===== config.mk =====
export PLATFORM = sky130hd
export DESIGN_NAME = osc_sync_ctrl
export DESIGN_NICKNAME = d
export VERILOG_FILES = /design/src/rtl/osc_sync_pkg.sv /design/src/rtl/osc_msb_edge.sv /design/src/rtl/osc_sync_resolve.sv /design/src/rtl/osc_sync_ctrl.sv
export SDC_FILE = /design/constraint.sdc
export NUM_CORES = 1
export LEC_CHECK = 0
export ABC_AREA = 0
export BUFFER_PORTS_ARGS = -buffer_cell sky130_fd_sc_hd__buf_4
export CAP_MARGIN = 20
export CORE_AREA = 2 2 39 41
export DETAILED_ROUTE_END_ITERATION = 12
export DIE_AREA = 0 0 41 43
export SLEW_MARGIN = 20
export SYNTH_ARGS = -nofsm -noshare
export SYNTH_HDL_FRONTEND = slang
export SYNTH_HIERARCHICAL = 1
export SYNTH_SLANG_ARGS = --single-unit

===== constraint.sdc =====
create_clock -name clk_i -period 1.2 [get_ports clk_i]
set_input_delay 0.24 -clock clk_i [delete_from_list [all_inputs] [get_ports clk_i]]
set_output_delay 0.24 -clock clk_i [all_outputs]
set_load 0.01 [all_outputs]

===== src/rtl/osc_sync_pkg.sv =====
package osc_sync_pkg;
  localparam int unsigned DEF_NUM_OSC = 3;

  // ring topology: oscillator k is driven by oscillator k-1 (mod n)
  function automatic int unsigned src_of(input int unsigned k, input int unsigned n);
    return (k + n - 1) % n;
  endfunction
endpackage


===== src/rtl/osc_msb_edge.sv =====
module osc_msb_edge (
  input  logic clk_i,
  input  logic rst_ni,
  input  logic next_msb_i,
  input  logic test_i,
  input  logic clr_i,
  output logic rise_o,
  output logic msb_q_o
);
  logic msb_q;

  assign rise_o  = ~msb_q & next_msb_i & ~test_i;
  assign msb_q_o = msb_q;

  // shadow of the committed top bit; sync clear and test both force zero
  always_ff @(posedge clk_i or negedge rst_ni) begin
    if (!rst_ni)               msb_q <= 1'b0;
    else if (clr_i || test_i)  msb_q <= 1'b0;
    else                       msb_q <= next_msb_i;
  end

  p_test_no_rise_r5: assert property (@(posedge clk_i) disable iff (!rst_ni)
    test_i |-> !rise_o);
  p_single_rise_r9: assert property (@(posedge clk_i) disable iff (!rst_ni)
    (rise_o && !clr_i) |=> !rise_o);
  p_cleared_low_r7: assert property (@(posedge clk_i) disable iff (!rst_ni)
    clr_i |=> !msb_q_o);
endmodule


===== src/rtl/osc_sync_resolve.sv =====
module osc_sync_resolve
  import osc_sync_pkg::*;
#(
  parameter int unsigned NUM_OSC = DEF_NUM_OSC
) (
  input  logic               clk_i,
  input  logic               rst_ni,
  input  logic [NUM_OSC-1:0] rise_i,
  input  logic [NUM_OSC-1:0] sync_en_i,
  output logic [NUM_OSC-1:0] clr_o
);
  for (genvar d = 0; d < NUM_OSC; d++) begin : g_dst
    localparam int unsigned S  = src_of(d, NUM_OSC);
    localparam int unsigned SS = src_of(S, NUM_OSC);
    logic src_synced;

    // a source reset in this very cycle does not pass its edge on
    assign src_synced = sync_en_i[S] & rise_i[SS];
    assign clr_o[d]   = rise_i[S] & sync_en_i[d] & ~src_synced;

    p_clear_needs_sync_r3: assert property (@(posedge clk_i) disable iff (!rst_ni)
      clr_o[d] |-> (sync_en_i[d] && rise_i[S]));
    p_chain_block_r4: assert property (@(posedge clk_i) disable iff (!rst_ni)
      (rise_i[S] && sync_en_i[S] && rise_i[SS]) |-> !clr_o[d]);
  end
endmodule


===== src/rtl/osc_sync_ctrl.sv =====
module osc_sync_ctrl
  import osc_sync_pkg::*;
#(
  parameter int unsigned NUM_OSC = DEF_NUM_OSC
) (
  input  logic               clk_i,
  input  logic               rst_ni,
  input  logic [NUM_OSC-1:0] next_msb_i,
  input  logic [NUM_OSC-1:0] sync_en_i,
  input  logic [NUM_OSC-1:0] test_i,
  output logic [NUM_OSC-1:0] clr_o,
  output logic [NUM_OSC-1:0] ring_msb_o
);
  logic [NUM_OSC-1:0] rise;
  logic [NUM_OSC-1:0] msb_q;

  for (genvar k = 0; k < NUM_OSC; k++) begin : g_osc
    osc_msb_edge u_edge (
      .clk_i      (clk_i),
      .rst_ni     (rst_ni),
      .next_msb_i (next_msb_i[k]),
      .test_i     (test_i[k]),
      .clr_i      (clr_o[k]),
      .rise_o     (rise[k]),
      .msb_q_o    (msb_q[k])
    );
    assign ring_msb_o[k] = msb_q[src_of(k, NUM_OSC)];

    p_ring_after_clear_r6: assert property (@(posedge clk_i) disable iff (!rst_ni)
      clr_o[src_of(k, NUM_OSC)] |=> !ring_msb_o[k]);
  end

  osc_sync_resolve #(.NUM_OSC(NUM_OSC)) u_resolve (
    .clk_i     (clk_i),
    .rst_ni    (rst_ni),
    .rise_i    (rise),
    .sync_en_i (sync_en_i),
    .clr_o     (clr_o)
  );

  p_all_rise_no_clear_r10: assert property (@(posedge clk_i) disable iff (!rst_ni)
    (&rise && &sync_en_i) |-> (clr_o == '0));

  always_comb begin
    if (!rst_ni) p_reset_ring_r8: assert (ring_msb_o == '0);
  end
endmodule


==> results.tsv, run 1 <==
metric	value	unit
CP arrival	1.20	ns
worst r2r path cells	6	
Worst Setup EP	clr_o[1]	
Nets	55	
Synth Cell Area	174	um2
vias	225	
hold_sp	test_i[0]	
max FFs per register	3	
port bufs	16	
drt wl/cell	9.27	um
number of buffers created by CTS	3	
crit path launch type	register	
final worst setup slack	-0.236	ns
largest net degree at the start of global routing	4	
Clock Pin Slew Worst Setup and Hold Paths	0.04	ns
IO Count	17	
worst rel slew slack	0.842	
Inserted Diodes	0	
met3 WL post-DR	25	um
fmax	0.696	GHz
CTS Sinks	3	
Hold Path Class	primary input to register	
die area	1760	um2
Placed Area	337	um2
Final Max Tran Viols	0	
wire length on met2	359	um
fin crit period	1.44	ns
clock skew	0.00417	ns
uppermost layer routed	met3	
Syn-to-layout area delta	147	%
Avg Synthesized Cell Area	12.4	um2
worst endpoint required time	0.96	ns
DP HPWL	409	um
sequential-to-total area share from yosys stat	0.432	
Iter 0 DRT Violations	7	
post-route cell area	430	um2
clock latency on the worst-skew pair	0.23	ns
ANT nets after route	0	
unrepaired setup endpoints after global routing	true	
first-pass GRT wire length	814	um
Tcrit/Tclk final	1.20	
DIE WIDTH	41	um
r2r setup slk	-0.05	ns
initial antenna violation count	0	
vias in the first global route	227	
Fill cells	148	
drt first pass iters	2	
share of cells above drive strength 1	0.837	
Critical Path Sink Type	primary output	
R2R Path End	g_osc[1].u_edge/msb_q_o$_DFF_PN0_	
worst r2r src	g_osc[2].u_edge/msb_q_o$_DFF_PN0_	
failing checks	setup timing	
YS warnings	6	
core area	1380	um2
Max-cap violations	0	
vias per std cell	3.81	
unique cell type count in the Yosys netlist	5	
leakage	0.000214	uW
num rows	14	
placed cell count	49	
CTS tree	yes	
GRT Total Usage	0.0722	
register bit total from synthesis	3	
final cell count without fillers	59	
Total Wirelength	547	um
gpl congestion	0.611	
Critical Path Fanout Max	2	
Worst Setup SP	g_osc[0].u_edge/msb_q_o$_DFF_PN0_	
Initial Util	0.126	
final design utilization	0.311	
CP Class	register to primary output	
Setup TNS	-0.691	ns
clk buf depth	2	
cell count after synthesis	14	
Peak VDD IR	0.263	mV
Hold Vio Cnt, Final	0	
overall power	382	uW
Pwr Density	888	nW/um2
CTS root buffer	clkbuf_4	
Syn Nets	25	
Met1 Routed Length	162	um
Remaining DRCs	0	
Max H-tree Level	1	
final setup fails	4	
Worst Tran Pin Value	0.237	ns
GRT overflow	0	
Die Y	43	um
status	finished, violations left	
## worst min path at each step
stage                                                    to  slack (ns)  depth (start not counted)
final                     g_osc[0].u_edge/msb_q_o$_DFF_PN0_        0.18                          2
after global routing      g_osc[0].u_edge/msb_q_o$_DFF_PN0_        0.18                          2
after CTS                 g_osc[0].u_edge/msb_q_o$_DFF_PN0_        0.17                          2
after detailed placement  g_osc[0].u_edge/msb_q_o$_DFF_PN0_        0.03                          1
after global placement    g_osc[0].u_edge/msb_q_o$_DFF_PN0_        0.03                          1
after floorplan           g_osc[0].u_edge/msb_q_o$_DFF_PN0_       -0.06                          0
## critical path, cell delays in order, from the launching register on
cell and delay [ns]:
dfrtp_1 0.38, nor3b_2 0.25, and3_4 0.24, buf_6 0.10
## area by class of cell
| cell class | count | area (um2) | share of cell area |
|---|---|---|---|
| tap | 16 | 20.0 | 0.0465 |
| sequential | 3 | 75.1 | 0.174 |
| clock buffer | 4 | 26.3 | 0.0610 |
| multi-input combinational | 11 | 111 | 0.259 |
| timing repair buffer | 25 | 198 | 0.459 |
## layout by cell type (no fill, tap or decap), drive strengths merged
| master | synthesis | final |
|---|---|---|
| buf | 0 | 24 |
| clkbuf | 0 | 4 |
| dfrtp | 3 | 3 |
| and3 | 1 | 1 |
| nand2 | 2 | 2 |
| a21oi | 2 | 2 |
| nor3b | 6 | 6 |
| dlygate4sd3 | 0 | 1 |
## synthesized netlist by cell type
cell type	number	share of area
a21oi_1	2	0.058
and3_1	1	0.036
dfrtp_1	3	0.43
nand2_1	2	0.043
nor3b_2	6	0.43
## logic make-up after synthesis
logic type	after synthesis	share of synthesized area
AOI/OAI and AO/OA	2	0.0576
and+or+nand+nor	9	0.511
DFF	3	0.432
## through the flow
stage                     setup WS [ns]  hold WS (ns)
after floorplan                  0.0437       -0.0556
after global placement          -0.0384        0.0330
after detailed placement        -0.0511        0.0323
after CTS                        -0.234         0.173
after global routing             -0.294         0.175
final                            -0.236         0.177
## what timing repair did
item,4_1_cts,5_1_grt
resized for setup,4,1
pin swaps,4,3
buffers inserted,3,2
endpoints found under the setup margin,3,4
hold buffers,1,0
endpoints found under the hold margin,3,0
## power breakdown
group	switching, uW	internal, uW	total [uW]
Combinational	32.0	63.0	95.0
Clock	51.0	125	176
Sequential	4.08	107	112
Total	87.1	295	382
## layer usage
layer  GRT usage  vias up
li1            -      108
met1      0.0641      111
met2       0.116        6
met3      0.0157        0
met4      0.0800        0
met5           0        -
(Power assumes the default switching activity.)
==> inputs of run 2 (changes only) <==
--- a/config.mk
+++ b/config.mk
@@ -11,6 +11,7 @@
 export CORE_AREA = 2 2 39 41
 export DETAILED_ROUTE_END_ITERATION = 12
 export DIE_AREA = 0 0 41 43
+export SETUP_SLACK_MARGIN = 0.2
 export SLEW_MARGIN = 20
 export SYNTH_ARGS = -nofsm -noshare
 export SYNTH_HDL_FRONTEND = slang
==> run 2 against run 1 <==
The run still ends with setup timing left. Fmax decreased by 0.27%. Sequential cell count unchanged. Sequential share of layout area decreased by 0.73 points. Highest routed layer is now met4.
==> results.tsv, run 2 (same netlist as run 1, synthesis figures left out) <==
metric	value	unit
CTS tree	yes	
fmax	0.694	GHz
Hold Vio Cnt, Final	0	
worst rel slew slack	0.859	
Critical Path Sink Type	primary output	
DIE WIDTH	41	um
Int Pwr	301	uW
r2r setup slk	-0.04	ns
gpl congestion	0.727	
vias per std cell	3.86	
clock skew	0.000546	ns
Worst Setup EP	clr_o[2]	
Tcrit/Tclk final	1.20	
initial antenna violation count	0	
most common cell after layout, fill and taps aside	buf_4	
drt first pass iters	2	
CP arrival	1.20	ns
port bufs	16	
R2R Path End	g_osc[2].u_edge/msb_q_o$_DFF_PN0_	
Pwr Density	875	nW/um2
worst endpoint required time	0.96	ns
Worst path slowest cell	dfrtp_1	
GRT overflow	0	
Syn-to-layout area delta	158	%
Inserted Diodes	0	
Max H-tree Level	1	
Worst Setup SP	g_osc[1].u_edge/msb_q_o$_DFF_PN0_	
peak per-stage delay on the critical path	0.38	ns
worst r2r path cells	6	
final setup fails	4	
clock latency on the worst-skew pair	0.23	ns
Max-cap violations	0	
IO Count	17	
Cell Chain, Critical Path	nor3b_2 > nand2_1 > a21oi_2 > buf_4	
Die Y	43	um
Critical Path Fanout Max	2	
Hold Path Class	primary input to register	
Total Wirelength	610	um
max FFs per register	3	
commonest cells after routing, fill and taps aside	buf_4, buf_6, nor3b_2	
hold_sp	test_i[2]	
die area	1760	um2
switching share of power	0.234	
status	finished, violations left	
largest net degree at the start of global routing	4	
Remaining DRCs	0	
Seq pwr share	0.286	
Iter 0 DRT Violations	5	
share of cells above drive strength 1	0.837	
clk buf depth	2	
Clock Pin Slew Worst Setup and Hold Paths	0.03	ns
family with the most delay on the worst path	flip-flops	
CTS Sinks	3	
CP Depth	4	
leakage	0.000219	uW
Logic pwr share	0.262	
CP bufs+invs	1	
core area	1380	um2
number of buffers created by CTS	3	
ANT nets after route	0	
pre-CTS setup slack	-0.00426	ns
crit path launch type	register	
final worst setup slack	-0.240	ns
drt wl/cell	10.3	um
Final Max Tran Viols	0	
Nets	55	
Worst Tran Pin Value	0.211	ns
vias in the first global route	194	
worst r2r src	g_osc[0].u_edge/msb_q_o$_DFF_PN0_	
first-pass GRT wire length	786	um
GRT Total Usage	0.0795	
fin crit period	1.44	ns
failing checks	setup timing	
Psw	92.0	uW
unrepaired setup endpoints after global routing	true	
Peak VDD IR	0.230	mV
Initial Util	0.126	
vias	228	
Clock Power Share	0.452	
Hold WS	0.174	ns
CP Class	register to primary output	
num rows	14	
CTS root buffer	clkbuf_4	
overall power	393	uW
Fill cells	154	
-- run 2: power groups by stage --
stage,Combinational (uW),Sequential (uW),Clock (uW)
4_1_cts,94.5,112,188
3_5_place_dp,78.6,113,0
6_report,103,112,178
5_1_grt,110,113,193
2_1_floorplan,22.8,115,0
3_3_place_gp,77.7,114,0
-- run 2: metal layers --
metal	GRT usage	up-vias	routed length [um]
met5	0	-	0
met4	0.100	0	19
met3	0.0576	2	123
met2	0.0875	19	227
met1	0.0809	96	240
li1	-	111	-
-- run 2: timing repair --
action                                  in CTS  in global routing
resized for setup                            4                  3
endpoints found under the setup margin       8                  9
endpoints found under the hold margin        3                  0
hold buffers                                 1                  0
setup buffers                                4                  2
pin swaps                                    6                  2
-- run 2: worst min path at each step --
stage / cells after the start / end / slack, ns
finish: 2 / g_osc[2].u_edge/msb_q_o$_DFF_PN0_ / 0.17
CTS: 2 / g_osc[2].u_edge/msb_q_o$_DFF_PN0_ / 0.16
detailed placement: 1 / g_osc[1].u_edge/msb_q_o$_DFF_PN0_ / 0.03
global route: 2 / g_osc[2].u_edge/msb_q_o$_DFF_PN0_ / 0.16
floorplan: 0 / g_osc[0].u_edge/msb_q_o$_DFF_PN0_ / -0.06
global placement: 1 / g_osc[1].u_edge/msb_q_o$_DFF_PN0_ / 0.03
-- run 2: per-stage QoR --
step	setup TNS, ns	area [um2]	utilization	cells
final	-0.699	449	0.325	59
after global routing	-1.03	449	0.325	59
after CTS	-0.716	423	0.306	57
after detailed placement	-0.00426	342	0.247	48
after global placement	0	342	0.247	48
after floorplan	0	186	-	14
-- run 2: cell type report --
cell class	instances	area [um2]	share of cell area
flip-flops and latches	3	75.1	0.167
clock buffers	4	26.3	0.0585
multi-input cells	11	111	0.248
well taps	16	20.0	0.0446
repair buffers	25	216	0.482
